## src/rtl/esc_wdog_pkg.sv

```systemverilog
package esc_wdog_pkg;

    localparam int NUM_STAGES = 4;
    localparam logic [31:0] UNLOCK_KEY = 32'h50D8_3AA1;

    localparam logic [3:0] A_CTRL    = 4'd0;
    localparam logic [3:0] A_PRESC   = 4'd1;
    localparam logic [3:0] A_HOLD0   = 4'd2;
    localparam logic [3:0] A_FEED    = 4'd6;
    localparam logic [3:0] A_KEY     = 4'd7;
    localparam logic [3:0] A_IRQ_EN  = 4'd8;
    localparam logic [3:0] A_IRQ_RAW = 4'd9;
    localparam logic [3:0] A_IRQ_ST  = 4'd10;

    typedef enum logic [1:0] {
        ACT_NONE    = 2'd0,
        ACT_IRQ     = 2'd1,
        ACT_CPU_RST = 2'd2,
        ACT_SYS_RST = 2'd3
    } act_e;

    typedef enum logic [2:0] {
        ST_IDLE,
        ST_STAGE0,
        ST_STAGE1,
        ST_STAGE2,
        ST_STAGE3
    } stage_e;

    typedef struct packed {
        logic                        en;
        logic [NUM_STAGES-1:0][1:0]  act;
        logic [2:0]                  cpu_len;
        logic [2:0]                  sys_len;
    } wdog_cfg_t;

    localparam wdog_cfg_t CFG_RESET = '{en: 1'b0, act: '0, cpu_len: 3'd1, sys_len: 3'd1};

    function automatic wdog_cfg_t unpack_ctrl(input logic [31:0] w);
        wdog_cfg_t c;
        c.en = w[0];
        for (int s = 0; s < NUM_STAGES; s++) begin
            c.act[s] = w[1+2*s +: 2];
        end
        c.cpu_len = w[11:9];
        c.sys_len = w[14:12];
        return c;
    endfunction

    function automatic logic [31:0] pack_ctrl(input wdog_cfg_t c);
        logic [31:0] w;
        w = '0;
        w[0] = c.en;
        for (int s = 0; s < NUM_STAGES; s++) begin
            w[1+2*s +: 2] = c.act[s];
        end
        w[11:9]  = c.cpu_len;
        w[14:12] = c.sys_len;
        return w;
    endfunction

    function automatic logic [5:0] len_units(input logic [2:0] code);
        logic [5:0] u;
        case (code)
            3'd0:    u = 6'd1;
            3'd1:    u = 6'd2;
            3'd2:    u = 6'd3;
            3'd3:    u = 6'd4;
            3'd4:    u = 6'd5;
            3'd5:    u = 6'd8;
            3'd6:    u = 6'd16;
            default: u = 6'd32;
        endcase
        return u;
    endfunction

endpackage

```

## src/rtl/esc_wdog_regs.sv

```systemverilog
module esc_wdog_regs
    import esc_wdog_pkg::*;
#(
    parameter int CNT_W = 32,
    parameter int DIV_W = 16
) (
    input  logic                              clk,
    input  logic                              rst_n,
    input  logic                              wr_en,
    input  logic [3:0]                        wr_addr,
    input  logic [31:0]                       wr_data,
    input  logic [3:0]                        rd_addr,
    output logic [31:0]                       rd_data,
    input  logic                              irq_set,
    output wdog_cfg_t                         act_cfg,
    output logic [NUM_STAGES-1:0][CNT_W-1:0]  act_hold,
    output logic [DIV_W-1:0]                  div,
    output logic                              presc_clr,
    output logic                              feed,
    output logic                              int_raw,
    output logic                              int_ena
);

    localparam logic [CNT_W-1:0] HOLD0_RST = CNT_W'(26000000);
    localparam logic [CNT_W-1:0] HOLD1_RST = CNT_W'(32'h07FF_FFFF);
    localparam logic [CNT_W-1:0] HOLD23_RST = CNT_W'(32'h000F_FFFF);

    wdog_cfg_t                        sh_cfg;
    logic [NUM_STAGES-1:0][CNT_W-1:0] sh_hold;
    logic [31:0]                      key_q;
    logic                             unlocked;
    logic                             prot_wr;

    assign unlocked  = (key_q == UNLOCK_KEY);
    assign prot_wr   = wr_en && unlocked;
    assign presc_clr = prot_wr && (wr_addr == A_PRESC) && wr_data[31];
    assign feed      = prot_wr && (wr_addr == A_FEED);

    always_ff @(posedge clk or negedge rst_n) begin
        if (!rst_n) begin
            key_q    <= UNLOCK_KEY;
            sh_cfg   <= CFG_RESET;
            act_cfg  <= CFG_RESET;
            div      <= DIV_W'(1);
            sh_hold  <= {HOLD23_RST, HOLD23_RST, HOLD1_RST, HOLD0_RST};
            act_hold <= {HOLD23_RST, HOLD23_RST, HOLD1_RST, HOLD0_RST};
            int_ena  <= 1'b0;
            int_raw  <= 1'b0;
        end else begin
            if (wr_en && wr_addr == A_KEY) begin
                key_q <= wr_data;
            end
            if (prot_wr && wr_addr == A_CTRL) begin
                sh_cfg <= unpack_ctrl(wr_data);
                if (wr_data[15]) begin
                    act_cfg  <= unpack_ctrl(wr_data);
                    act_hold <= sh_hold;
                end
            end
            if (prot_wr && wr_addr == A_PRESC) begin
                div <= wr_data[DIV_W-1:0];
            end
            for (int s = 0; s < NUM_STAGES; s++) begin
                if (prot_wr && wr_addr == (A_HOLD0 + 4'(s))) begin
                    sh_hold[s] <= wr_data[CNT_W-1:0];
                end
            end
            if (wr_en && wr_addr == A_IRQ_EN) begin
                int_ena <= wr_data[0];
            end
            if (irq_set) begin
                int_raw <= 1'b1;
            end else if (wr_en && wr_addr == A_IRQ_RAW && wr_data[0]) begin
                int_raw <= 1'b0;
            end
        end
    end

    always_comb begin
        rd_data = '0;
        case (rd_addr)
            A_CTRL:    rd_data = pack_ctrl(sh_cfg);
            A_PRESC:   rd_data = 32'(div);
            A_KEY:     rd_data = key_q;
            A_IRQ_EN:  rd_data = {31'd0, int_ena};
            A_IRQ_RAW: rd_data = {31'd0, int_raw};
            A_IRQ_ST:  rd_data = {31'd0, int_raw & int_ena};
            default:   rd_data = '0;
        endcase
        for (int s = 0; s < NUM_STAGES; s++) begin
            if (rd_addr == (A_HOLD0 + 4'(s))) begin
                rd_data = 32'(sh_hold[s]);
            end
        end
    end

    AST_LOCKED_HOLD: assert property (@(posedge clk) disable iff (!rst_n)
        wr_en && !unlocked && wr_addr == A_HOLD0 |=> $stable(sh_hold[0]));
    AST_APPLY_EN: assert property (@(posedge clk) disable iff (!rst_n)
        prot_wr && wr_addr == A_CTRL && wr_data[15] |=> act_cfg.en == $past(wr_data[0]));
    AST_RAW_CLEAR: assert property (@(posedge clk) disable iff (!rst_n)
        wr_en && wr_addr == A_IRQ_RAW && wr_data[0] && !irq_set |=> !int_raw);

endmodule

```

## src/rtl/esc_wdog_prescaler.sv

```systemverilog
module esc_wdog_prescaler #(
    parameter int DIV_W = 16
) (
    input  logic             clk,
    input  logic             rst_n,
    input  logic             run,
    input  logic             clr,
    input  logic [DIV_W-1:0] div,
    output logic             tick
);

    logic [DIV_W-1:0] count_q;
    logic [DIV_W-1:0] last;

    assign last = (div == '0) ? '0 : div - 1'b1;
    assign tick = run && (count_q >= last);

    always_ff @(posedge clk or negedge rst_n) begin
        if (!rst_n) begin
            count_q <= '0;
        end else if (!run || clr || tick) begin
            count_q <= '0;
        end else begin
            count_q <= count_q + 1'b1;
        end
    end

    AST_TICK_RESTART: assert property (@(posedge clk) disable iff (!rst_n)
        tick |=> count_q == '0);
    AST_CLEAR_ZERO: assert property (@(posedge clk) disable iff (!rst_n)
        clr |=> count_q == '0);

endmodule

```

## src/rtl/esc_wdog_fsm.sv

```systemverilog
module esc_wdog_fsm
    import esc_wdog_pkg::*;
#(
    parameter int CNT_W = 32
) (
    input  logic                              clk,
    input  logic                              rst_n,
    input  logic                              en,
    input  logic                              tick,
    input  logic                              feed,
    input  logic [NUM_STAGES-1:0][1:0]        act,
    input  logic [NUM_STAGES-1:0][CNT_W-1:0]  hold,
    output logic                              fire_irq,
    output logic                              fire_cpu,
    output logic                              fire_sys
);

    stage_e           state_q, state_n;
    logic [CNT_W-1:0] cnt_q, cnt_n;
    logic [CNT_W:0]   cnt_inc;
    logic [1:0]       idx;
    logic             expire;
    act_e             cur_act;

    always_comb begin
        unique case (state_q)
            ST_STAGE1: idx = 2'd1;
            ST_STAGE2: idx = 2'd2;
            ST_STAGE3: idx = 2'd3;
            default:   idx = 2'd0;
        endcase
        cnt_inc = {1'b0, cnt_q} + 1'b1;
        expire  = en && tick && !feed && (cnt_inc >= {1'b0, hold[idx]});
        cur_act = act_e'(act[idx]);
    end

    always_comb begin
        state_n = state_q;
        cnt_n   = cnt_q;
        if (!en) begin
            state_n = ST_IDLE;
            cnt_n   = '0;
        end else if (feed) begin
            state_n = ST_STAGE0;
            cnt_n   = '0;
        end else if (expire) begin
            cnt_n = '0;
            unique case (state_q)
                ST_IDLE, ST_STAGE0: state_n = ST_STAGE1;
                ST_STAGE1:          state_n = ST_STAGE2;
                ST_STAGE2:          state_n = ST_STAGE3;
                ST_STAGE3:          state_n = ST_STAGE0;
                default:            state_n = ST_IDLE;
            endcase
        end else begin
            if (tick) begin
                cnt_n = cnt_inc[CNT_W-1:0];
            end
            if (state_q == ST_IDLE) begin
                state_n = ST_STAGE0;
            end
        end
    end

    always_ff @(posedge clk or negedge rst_n) begin
        if (!rst_n) begin
            state_q <= ST_IDLE;
            cnt_q   <= '0;
        end else begin
            state_q <= state_n;
            cnt_q   <= cnt_n;
        end
    end

    always_comb begin
        fire_irq = 1'b0;
        fire_cpu = 1'b0;
        fire_sys = 1'b0;
        if (expire) begin
            unique case (cur_act)
                ACT_IRQ:     fire_irq = 1'b1;
                ACT_CPU_RST: fire_cpu = 1'b1;
                ACT_SYS_RST: fire_sys = 1'b1;
                default:     ;
            endcase
        end
    end

    AST_FEED_RESTART: assert property (@(posedge clk) disable iff (!rst_n)
        en && feed |=> state_q == ST_STAGE0 && cnt_q == '0);
    AST_WRAP: assert property (@(posedge clk) disable iff (!rst_n)
        expire && state_q == ST_STAGE3 |=> state_q == ST_STAGE0);
    AST_IDLE_OFF: assert property (@(posedge clk) disable iff (!rst_n)
        !en |=> state_q == ST_IDLE);
    AST_ADVANCE: assert property (@(posedge clk) disable iff (!rst_n)
        expire && state_q == ST_STAGE1 |=> state_q == ST_STAGE2);

endmodule

```

## src/rtl/esc_wdog_pulse.sv

```systemverilog
module esc_wdog_pulse
    import esc_wdog_pkg::*;
#(
    parameter int CLKS_PER_UNIT = 10
) (
    input  logic       clk,
    input  logic       rst_n,
    input  logic       trig,
    input  logic [2:0] len_code,
    output logic       pulse
);

    localparam int MAX_CLKS = 32 * CLKS_PER_UNIT;
    localparam int PW = $clog2(MAX_CLKS + 1);

    logic [PW-1:0] left_q;
    logic [PW-1:0] load_val;

    assign load_val = PW'(len_units(len_code)) * PW'(CLKS_PER_UNIT);
    assign pulse    = (left_q != '0);

    always_ff @(posedge clk or negedge rst_n) begin
        if (!rst_n) begin
            left_q <= '0;
        end else if (trig) begin
            left_q <= load_val;
        end else if (left_q != '0) begin
            left_q <= left_q - 1'b1;
        end
    end

    AST_PULSE_START: assert property (@(posedge clk) disable iff (!rst_n)
        trig |=> pulse);
    AST_PULSE_SHRINK: assert property (@(posedge clk) disable iff (!rst_n)
        !trig && pulse |=> left_q == $past(left_q) - 1'b1);

endmodule

```

## src/rtl/esc_watchdog.sv

```systemverilog
module esc_watchdog
    import esc_wdog_pkg::*;
#(
    parameter int CNT_W         = 32,
    parameter int DIV_W         = 16,
    parameter int CLKS_PER_UNIT = 10
) (
    input  logic        clk,
    input  logic        rst_n,
    input  logic        wr_en,
    input  logic [3:0]  wr_addr,
    input  logic [31:0] wr_data,
    input  logic [3:0]  rd_addr,
    output logic [31:0] rd_data,
    output logic        irq_o,
    output logic        cpu_rst_o,
    output logic        sys_rst_o
);

    wdog_cfg_t                        cfg;
    logic [NUM_STAGES-1:0][CNT_W-1:0] hold;
    logic [DIV_W-1:0]                 div;
    logic                             presc_clr, feed, tick;
    logic                             int_raw, int_ena;
    logic                             fire_irq, fire_cpu, fire_sys;
    logic [1:0]                       trig;
    logic [1:0][2:0]                  len;
    logic [1:0]                       pulses;

    esc_wdog_regs #(.CNT_W(CNT_W), .DIV_W(DIV_W)) u_regs (
        .clk(clk), .rst_n(rst_n), .wr_en(wr_en), .wr_addr(wr_addr), .wr_data(wr_data),
        .rd_addr(rd_addr), .rd_data(rd_data), .irq_set(fire_irq), .act_cfg(cfg),
        .act_hold(hold), .div(div), .presc_clr(presc_clr), .feed(feed),
        .int_raw(int_raw), .int_ena(int_ena)
    );

    esc_wdog_prescaler #(.DIV_W(DIV_W)) u_presc (
        .clk(clk), .rst_n(rst_n), .run(cfg.en), .clr(presc_clr | feed),
        .div(div), .tick(tick)
    );

    esc_wdog_fsm #(.CNT_W(CNT_W)) u_fsm (
        .clk(clk), .rst_n(rst_n), .en(cfg.en), .tick(tick), .feed(feed),
        .act(cfg.act), .hold(hold), .fire_irq(fire_irq), .fire_cpu(fire_cpu),
        .fire_sys(fire_sys)
    );

    assign trig = {fire_sys, fire_cpu};
    assign len  = {cfg.sys_len, cfg.cpu_len};

    for (genvar g = 0; g < 2; g++) begin : g_pulse
        esc_wdog_pulse #(.CLKS_PER_UNIT(CLKS_PER_UNIT)) u_pulse (
            .clk(clk), .rst_n(rst_n), .trig(trig[g]), .len_code(len[g]),
            .pulse(pulses[g])
        );
    end

    assign cpu_rst_o = pulses[0];
    assign sys_rst_o = pulses[1];
    assign irq_o     = int_raw & int_ena;

    AST_IRQ_FOLLOWS: assert property (@(posedge clk) disable iff (!rst_n)
        fire_irq && int_ena |=> irq_o);

endmodule

```

## config.mk

```make
export PLATFORM = sky130hd
export DESIGN_NAME = esc_watchdog
export DESIGN_NICKNAME = d
export VERILOG_FILES = /design/src/rtl/esc_wdog_pkg.sv /design/src/rtl/esc_wdog_regs.sv /design/src/rtl/esc_wdog_prescaler.sv /design/src/rtl/esc_wdog_fsm.sv /design/src/rtl/esc_wdog_pulse.sv /design/src/rtl/esc_watchdog.sv
export SDC_FILE = /design/constraint.sdc
export NUM_CORES = 1
export LEC_CHECK = 0
export BUFFER_PORTS_ARGS = -buffer_cell sky130_fd_sc_hd__buf_4
export CELL_PAD_IN_SITES_DETAIL_PLACEMENT = 1
export CELL_PAD_IN_SITES_GLOBAL_PLACEMENT = 2
export CORE_AREA = 4 4 215 217
export DETAILED_ROUTE_END_ITERATION = 10
export DIE_AREA = 0 0 219 221
export GPL_TIMING_DRIVEN = 0
export PLACE_DENSITY_LB_ADDON = 0.1
export SYNTH_ARGS = -nofsm -noshare
export SYNTH_HDL_FRONTEND = slang
export SYNTH_SLANG_ARGS = --single-unit
```

## constraint.sdc

```tcl
create_clock -name clk -period 9.9 [get_ports clk]
set_input_delay 1.98 -clock clk [delete_from_list [all_inputs] [get_ports clk]]
set_output_delay 1.98 -clock clk [all_outputs]
set_load 0.01 [all_outputs]
```

==> run_results.csv, run 1 <==
group,metric,value,unit
timing,finalSetupViolations,0,
routing,wl_per_cell,24.23,um
synthesis,yosys_warnings,0,
power_and_ir_drop,power.density,155.1,nW/um^2
timing,fin_worst_skew,0.02132,ns
placed_design,dp_cells,2379,
placed_design,post-dp-hpwl,42.83,mm
setup_path,cp-start-kind,"primary input",
setup_path,reg2reg_from,"u_fsm.state_q[1]",
worst_hold_path,hp-class,"flop to flop",
timing,rsz0062_at_grt,"no",
layout,nNetsFinal,1947,
routing,ant_nets,0,
setup_path,ff2ff_setup_slack,4.53,ns
timing,final_max_slew_viol_count,0,
timing,finalSetupTns,0,ns
global_route,grt-ovfl-total,0,
synthesis,syn_nets,1819,
layout,syn2layout_area_growth,14.38,%
placed_design,gp_congestion,0.8289,
timing,hold_viol,0,
clock_network,worstSkewPairLatency,0.58,ns
layout,drive_gt1_frac,0.3691,
layout,final_cell_mix,"mux2_2, dfrtp_1, dfstp_2, nand2_1, nor2_1",
routing,drt_first_pass_iters,5,
synthesis,synth_ff_type,"dfrtp_1",
setup_path,r2r_cells,17,
clock_network,cts-root-buf,"clkbuf_16",
timing,worstMarginPinSlew,1.210,ns
worst_hold_path,hold_start,"u_regs.act_hold[92]",
clock_network,post_cts_buffers,0,
routing,drtIter0Drc,923,
setup_path,path_class,"primary input to output port",
die,fp.dieH,221,um
status,status,"finished, final reports clean",
die,dieWidth,219,um
synthesis,seq_area_frac_synth,0.5003,
job,max_cap_viol_count,0,
clock_network,numCtsBuffers,47,
routing,vias,14070,
synthesis,netlist_area,20690,um^2
layout,instances_no_fill,2464,
global_route,antenna_found_initial,3,
setup_path,critPathSlowestCell,"nor4_1",
worst_hold_path,hold_depth,1,
global_route,grt_pass1_wl,93.17,mm
clock_network,clkTransAtPathRegs,0.06,ns
placed_design,dpl-instance-area,22090,um^2
routing,viasPerCell,5.708,
timing,fin_crit_sh,0.7182,
setup_path,cp_max_fo,10,
synthesis,synth_edf_count,0,
synthesis,yosys_register_bits,405,
clock_network,clock-sinks,405,
power_and_ir_drop,power,3.670,mW
setup_path,worstPathRequired,7.92,ns
synthesis,synthArstFlopShare,1.000,
setup_path,cp-end-kind,"output port",
power_and_ir_drop,peakVddDrop,0.1539,mV
die,coreArea,44120,um^2
timing,min_period,7.110,ns
layout,diodes,0,
setup_path,crit_arrival,5.13,ns
routing,drcViolationCount,0,
layout,fillers,4616,
placed_design,portBuffers,76,
setup_path,cp_cell_sequence,"buf_4 -> clkbuf_1 -> nor4_1 -> clkbuf_1 -> a22oi_1 -> a31oi_1 -> a21oi_1 -> a21oi_1 -> buf_4",
clock_network,cts_hold_buf,0,
setup_path,worst_r2r_endpoint,"u_fsm.cnt_q[16]",
timing,max_freq,140.7,MHz
global_route,grt_pass1_vias,15160,
clock_network,cts_tree,"done",
power_and_ir_drop,p_leak,10.73,nW
synthesis,synthCells,1708,
routing,wirelength,59.71,mm
die,std_cell_rows,77,
die,initial_utilization,0.4688,
synthesis,ys_types,65,
clock_network,cts_resized,0,
die,io_pins,78,
timing,slew_headroom,0.1862,
layout,layout_commonest_cell,"mux2_2",
global_route,grtUsageTotal,0.2493,
timing,hold_slack,0.4808,ns
setup_path,critPathMaxStageDelay,1.01,ns
clock_network,cts_buffer_depth,3,
die,dieArea,48400,um^2
worst_hold_path,hold_end,"u_regs.act_hold[92]",
synthesis,syn_area_per_cell,12.11,um^2
layout,final_area,23660,um^2
clock_network,htreeDepth,2,
global_route,grt_max_degree,118,
## cells in the mapped netlist, types with 3 or more instances
cell type / count / area (um^2)
nor2_1: 113 / 424.2
buf_1: 6 / 22.52
and2_1: 6 / 37.54
xnor2_1: 45 / 394.1
mux2i_1: 5 / 50.05
mux2_4: 6 / 90.09
nand2_1: 119 / 446.7
nor4_1: 9 / 56.30
nor2b_1: 6 / 37.54
and3_1: 14 / 87.58
a22oi_1: 16 / 120.1
ha_1: 66 / 825.8
a22o_1: 14 / 122.6
nand3b_1: 3 / 22.52
buf_6: 7 / 78.83
a221oi_1: 17 / 148.9
nor3b_1: 5 / 37.54
nand4_1: 9 / 56.30
nor4b_1: 4 / 35.03
dfstp_2: 172 / 4519
nor3_1: 16 / 80.08
inv_1: 59 / 221.5
and4_1: 3 / 26.28
a21o_1: 10 / 75.07
a21oi_1: 66 / 330.3
a31oi_1: 19 / 118.9
o21ai_0: 73 / 365.4
xor2_1: 31 / 271.5
clkbuf_1: 50 / 187.7
nand2b_1: 8 / 50.05
nor3_2: 3 / 30.03
mux2_1: 72 / 810.8
dfrtp_1: 233 / 5831
nand3_2: 3 / 30.03
buf_2: 19 / 95.09
mux2_2: 282 / 3176
or3_1: 16 / 100.1
nand3_1: 35 / 175.2
mux4_2: 34 / 765.7
## through the flow
stage / setup slack (ns) / utilization
2_1_floorplan: 4.380 / -
3_3_place_gp: 2.732 / 0.4985
3_5_place_dp: 2.909 / 0.5006
4_1_cts: 2.882 / 0.5362
5_1_grt: 2.635 / 0.5362
6_report: 2.790 / 0.5362
## how the worst max path moves through the flow
stage                           from  slack (ns)  cells after the start                  to
after global routing      rd_addr[0]        2.64                      9         rd_data[12]
after global placement         rst_n        2.73                      1  u_regs.sh_hold[88]
final                     rd_addr[0]        2.79                      9         rd_data[11]
after CTS                 rd_addr[0]        2.88                      9         rd_data[11]
after floorplan           rd_addr[0]        4.38                      7          rd_data[5]
after detailed placement  rd_addr[0]        2.91                      9         rd_data[11]
## sequential cells by signal (all words and copies together) (netlist names)
signal,cells
u_regs.act_hold,128
u_regs.sh_hold,128
u_fsm.cnt_q,32
u_regs.key_q,32
g_pulse.u_pulse.left_q,18
u_presc.count_q,16
u_regs.div,16
u_regs.act_cfg,15
u_regs.sh_cfg,15
u_fsm.state_q,3
u_regs.int_ena,1
u_regs.int_raw,1
## power by group
part           leakage (nW)  switching (mW)  internal [mW]
Combinational          5.00           0.102         0.0606
Sequential             4.96          0.0281           1.70
Clock                 0.767           0.723           1.06
Total                  10.7           0.853           2.82
## per-layer routing
layer  vias to the layer above  wire, um  GRT usage
met3                        72      2392    0.04568
met5                         -        16          0
met4                         2      1124    0.05097
li1                       6390         -          -
met2                       215     28220     0.3983
met1                      7386     27950     0.3588
## critical path: cells and delay by family
kind                   cells  cell delay, ns
buffers and inverters      4            1.15
AND/OR/NAND/NOR            1            1.01
AO/OA/AOI/OAI              4            0.99
## kinds of logic (layout without fill, tap and decap cells)
logic type	Yosys count	after routing	share of synthesized area
mux	399	399	0.2365
buf+inv	144	308	0.03024
xor+xnor	76	76	0.03218
fa+ha+maj	68	68	0.04186
compound gates	232	232	0.06859
flops	405	405	0.5003
simple gates	384	384	0.09031
## layout make-up
type,instances,area [um^2],share of cell area
Buffer,85,404.1,0.01708
Clock buffer,64,1343,0.05674
Clock inverter,21,230.2,0.009730
Inverter,59,221.5,0.009360
Multi-Input combinational cell,1159,9711,0.4104
Sequential cell,405,10350,0.4374
Tap cell,592,740.7,0.03131
Timing Repair Buffer,79,660.6,0.02792
No activity file was read; power rests on OpenSTA's default activity.
==> run 2, diff against run 1 <==
Settings changed: CORE_AREA 4 4 215 217 to 4 4 236 238, DIE_AREA 0 0 219 221 to 0 0 240 242.
Clock period 9.9 ns to 5.9 ns, I/O delays scaled along.
==> run 2 against run 1 <==
Register-to-register slack worse by 4.1 ns. Total power up 72%. Clock skew shrank 0.0052 ns. Via count decreased by 0.14%. Critical path type unchanged. Wire length grew 4.6%. Sequential power rose by 68%. Final cell count is 4.5% higher.
==> run_results.csv, run 2 (synthesis results as in run 1) <==
group,metric,value,unit
clock_network,htreeDepth,2,
routing,ant_nets,0,
global_route,grt_pass1_vias,15270,
power_and_ir_drop,p_leak,10.80,nW
die,fp.dieH,242,um
routing,viasPerCell,5.457,
setup_path,path_class,"primary input to output port",
clock_network,cts-root-buf,"clkbuf_16",
routing,wl_met1,31.01,mm
power_and_ir_drop,power.density,264.3,nW/um^2
setup_path,crit_arrival,4.26,ns
die,coreArea,53600,um^2
routing,wirelength,62.45,mm
global_route,antenna_found_initial,1,
power_and_ir_drop,p_clk_frac,0.497,
clock_network,numCtsBuffers,48,
layout,instances_no_fill,2574,
setup_path,worst_r2r_endpoint,"u_presc.count_q[13]",
setup_path,cp-end-kind,"output port",
power_and_ir_drop,p_sw,1.479,mW
power_and_ir_drop,swShare,0.2341,
routing,drt_first_pass_iters,5,
clock_network,cts_tree,"done",
job,max_cap_viol_count,0,
status,status,"finished, final reports clean",
layout,drive_gt1_frac,0.3717,
power_and_ir_drop,p_comb_frac,0.044,
power_and_ir_drop,seqPwrFrac,0.459,
routing,drcViolationCount,0,
setup_path,cp-start-kind,"primary input",
die,io_pins,78,
timing,slew_headroom,0.2254,
global_route,grt_max_degree,121,
global_route,grt-ovfl-total,0,
placed_design,post-dp-hpwl,45.02,mm
timing,max_freq,183.7,MHz
routing,drtIter0Drc,711,
clock_network,clkTransAtPathRegs,0.06,ns
timing,hold_viol,0,
die,std_cell_rows,85,
setup_path,worstPathRequired,4.72,ns
global_route,grtUsageTotal,0.2161,
layout,reg.largest.list,"u_regs.act_hold (128), u_regs.sh_hold (128)",
placed_design,dp_cells,2484,
layout,final_cell_mix,"mux2_2, dfrtp_1, dfstp_2, nand2_1, nor2_1",
layout,diodes,0,
clock_network,cts_resized,0,
timing,rsz0062_at_grt,"no",
setup_path,ff2ff_setup_slack,0.48,ns
die,initial_utilization,0.3859,
clock_network,cts_buffer_depth,3,
timing,final_max_slew_viol_count,0,
routing,top_layer,"met4",
layout,syn2layout_area_growth,15.57,%
timing,finalSetupViolations,0,
placed_design,portBuffers,76,
timing,min_period,5.444,ns
routing,met3_length,1.940,mm
setup_path,reg2reg_from,"u_regs.div[8]",
clock_network,cts_hold_buf,0,
power_and_ir_drop,power,6.319,mW
power_and_ir_drop,peakVddDrop,0.1896,mV
timing,fin_worst_skew,0.01608,ns
power_and_ir_drop,p_int,4.840,mW
routing,wl_per_cell,24.26,um
setup_path,r2r_cells,14,
setup_path,cp_max_fo,10,
die,dieWidth,240,um
die,dieArea,58080,um^2
layout,nNetsFinal,1949,
clock_network,worstSkewPairLatency,0.59,ns
layout,fillers,5626,
clock_network,post_cts_buffers,0,
layout,utilization,0.4460,
timing,fin_crit_sh,0.9227,
global_route,grt_pass1_wl,97.00,mm
layout,layout_commonest_cell,"mux2_2",
placed_design,gp_congestion,0.7974,
routing,met2WireLength,28.54,mm
routing,vias,14050,
worst_hold_path,hp-class,"primary input to asynchronous set/reset pin",
timing,worstMarginPinSlew,1.151,ns
clock_network,clock-sinks,405,
==> run 2: routing by layer <==
layer  vias to the layer above  global-route usage
met5                         -                   0
met4                         0             0.03768
met3                        72             0.03153
met2                       184              0.3395
met1                      7388              0.3227
li1                       6402                   -
==> run 2: stage by stage <==
stage          hold slack (ns)  TNS (ns)  area (um^2)  worst slack [ns]
4_1_cts                 0.3877         0        23900            0.2530
6_report                0.4198         0        23910            0.4559
5_1_grt                 0.3925         0        23910            0.1357
3_5_place_dp            0.4737         0        22250            0.2328
2_1_floorplan           0.4524         0        20690             1.980
3_3_place_gp            0.4643   -124.69        22130           -0.6251
==> run 2: final cells by class <==
| type | count | area, um^2 | share of cell area |
|---|---|---|---|
| buffer | 85 | 404.1 | 0.01690 |
| clock buffer | 69 | 1411 | 0.05904 |
| clock inverter | 21 | 246.5 | 0.01031 |
| inverter | 59 | 221.5 | 0.009264 |
| multi-input combinational | 1159 | 9714 | 0.4063 |
| sequential | 405 | 10350 | 0.4329 |
| tap | 696 | 870.8 | 0.03643 |
| timing repair buffer | 80 | 688.2 | 0.02879 |
==> run 2: power by group through the flow <==
stage,clock network [mW],registers [mW],logic [mW]
floorplan,0,2.92,0.104
global placement,0,2.94,0.267
detailed placement,0,2.94,0.283
CTS,3.21,2.90,0.284
global route,3.34,2.91,0.305
finish,3.14,2.90,0.278
==> run 2: worst max path at each step <==
| stage | cells past startpoint | from | to | slack (ns) |
|---|---|---|---|---|
| floorplan | 7 | rd_addr[0] | rd_data[5] | 1.98 |
| global placement | 1 | rst_n | u_regs.sh_hold[88] | -0.63 |
| detailed placement | 16 | u_fsm.state_q[2] | u_fsm.cnt_q[23] | 0.23 |
| CTS | 16 | u_fsm.state_q[2] | u_fsm.cnt_q[25] | 0.25 |
| global route | 14 | u_regs.div[8] | u_presc.count_q[14] | 0.14 |
| finish | 9 | rd_addr[0] | rd_data[12] | 0.46 |
==> run 2: worst max-delay path, cell delays in order <==
cell and delay [ns]:
buf_4 0.12, clkbuf_1 0.29, nor4_1 0.96, clkbuf_1 0.53, a22oi_1 0.21, a31oi_1 0.34
a21oi_1 0.09, a21oi_1 0.35, buf_4 0.19
==> run 3, diff against run 2 <==
Settings changed: CORE_AREA 4 4 236 238 to 4 4 222 224, DIE_AREA 0 0 240 242 to 0 0 226 228.
Clock period 5.9 ns to 5.5 ns, I/O delays scaled along.
==> run 3 against run 2 <==
Non-clock buffer count down 1. Cell area fell by 0.48%. Sequential cell count unchanged.
==> run_results.csv, run 3 (synthesis results as in run 1) <==
group,metric,value,unit
status,status,"finished, final reports clean",
layout,final_cell_mix,"mux2_2, dfrtp_1, dfstp_2, nand2_1, nor2_1",
die,dieArea,51530,um^2
layout,final_area,23790,um^2
die,std_cell_rows,80,
placed_design,dpl_worst_slack,-0.2308,ns
placed_design,dpl-instance-area,22120,um^2
job,max_cap_viol_count,0,
routing,drt_first_pass_iters,6,
placed_design,portBuffers,76,
layout,instances_no_fill,2492,
routing,viasPerCell,5.632,
setup_path,reg2reg_from,"u_fsm.state_q[2]",
clock_network,worstSkewPairLatency,0.59,ns
layout,multiInputGateArea,9726,um^2
timing,fin_ws,0.1873,ns
global_route,grt_max_degree,128,
placed_design,gp_congestion,0.8024,
power_and_ir_drop,peakVddDrop,0.2712,mV
die,io_pins,78,
die,dieWidth,226,um
placed_design,dp_cells,2402,
setup_path,r2r_cells,16,
die,fp.dieH,228,um
layout,syn2layout_area_growth,15.01,%
clock_network,post_cts_buffers,0,
setup_path,crit_arrival,4.21,ns
timing,finalSetupViolations,0,
routing,wl_per_cell,24.33,um
timing,finalSetupTns,0,ns
die,coreArea,47350,um^2
global_route,grt_pass1_vias,15190,
setup_path,critPathMaxStageDelay,1.00,ns
timing,fin_crit_sh,0.9659,
setup_path,cp-start-kind,"primary input",
clock_network,cts_hold_buf,0,
power_and_ir_drop,p_leak,10.80,nW
layout,drive_gt1_frac,0.3724,
clock_network,cts-root-buf,"clkbuf_16",
clock_network,clkTransAtPathRegs,0.06,ns
routing,drcViolationCount,0,
timing,hold_slack,0.4200,ns
routing,ant_nets,0,
layout,utilization,0.5025,
setup_path,critPathSlowestCell,"nor4_1",
clock_network,cts_buffer_depth,3,
timing,final_max_slew_viol_count,0,
setup_path,cp_max_fo,10,
clock_network,cts_tree,"done",
worst_hold_path,hp-class,"primary input to asynchronous set/reset pin",
setup_path,worstPathRequired,4.40,ns
placed_design,post-dp-hpwl,43.68,mm
setup_path,ff2ff_setup_slack,0.30,ns
power_and_ir_drop,power,6.689,mW
setup_path,path_class,"primary input to output port",
setup_path,cp-end-kind,"output port",
clock_network,htreeDepth,2,
layout,diodes,0,
timing,min_period,5.313,ns
routing,drtIter0Drc,824,
layout,layout_commonest_cell,"mux2_2",
layout,fillers,4856,
global_route,antenna_found_initial,1,
clock_network,clock-sinks,405,
timing,worstMarginPinSlew,1.215,ns
timing,max_freq,188.2,MHz
clock_network,numCtsBuffers,48,
routing,vias,14040,
timing,rsz0062_at_grt,"yes",
setup_path,startpoint,"rd_addr[0]",
global_route,grtUsageTotal,0.2369,
die,initial_utilization,0.4369,
layout,reg.largest.list,"u_regs.act_hold (128), u_regs.sh_hold (128)",
timing,slew_headroom,0.1823,
routing,wirelength,60.62,mm
timing,fin_worst_skew,0.01459,ns
power_and_ir_drop,power.density,281.1,nW/um^2
layout,nNetsFinal,1948,
global_route,grt-ovfl-total,0,
global_route,grt_pass1_wl,94.05,mm
timing,hold_viol,0,
layout,seqCellArea,10350,um^2
setup_path,worst_r2r_endpoint,"u_fsm.cnt_q[27]",
setup_path,cp_cell_sequence,"buf_4 -> clkbuf_1 -> nor4_1 -> clkbuf_1 -> a22oi_1 -> a31oi_1 -> a21oi_1 -> a21oi_1 -> buf_4",
-- run 3: cell types whose count changed in the layout (fill, tap and decap cells not counted), moves of 2 or more --
cell	delta
bufinv_16	-2
clkbuf_1	-2
clkbuf_8	+6
clkinvlp_4	-2
-- run 3: layer usage --
layer  track usage  part of all wire  vias up  wire length (um)
met2        0.3759              0.47      209             28360
met3       0.03330             0.036       72              2196
li1              -                 -     6397                 -
met5             0                 0        -                 0
met4       0.05398             0.019        0              1122
met1        0.3469              0.48     7358             28940
-- run 3: cell type report --
cell class / instances / share of cell area
Multi-Input combinational cell: 1159 / 0.4088
Tap cell: 615 / 0.03234
Clock buffer: 74 / 0.06263
Clock inverter: 16 / 0.006994
Inverter: 59 / 0.009308
Sequential cell: 405 / 0.4350
Buffer: 85 / 0.01714
Timing Repair Buffer: 79 / 0.02777
-- run 3: power breakdown --
part           internal (mW)  total [mW]  switching (mW)
Sequential              3.06        3.11          0.0509
Combinational          0.109       0.291           0.182
Clock                   2.00        3.29            1.28
Total                   5.17        6.69            1.52
-- run 3: worst max-delay path, delay by kind of cell --
family	cells	cell delay, ns
simple gates	1	1.00
compound gates	4	0.97
buf+inv	4	1.13
-- run 3: repair_timing --
item | CTS | global route
resized for setup | 2 | 3
endpoints found under the setup margin | 15 | 24
pin swaps | 0 | 0
-- run 3: worst max-delay path by stage --
stage                              endpoint
3_3_place_gp            u_regs.sh_hold[120]
4_1_cts                     u_fsm.cnt_q[27]
6_report                        rd_data[11]
3_5_place_dp                u_fsm.cnt_q[27]
2_1_floorplan  g_pulse[0].u_pulse.left_q[1]
5_1_grt                     u_fsm.cnt_q[27]
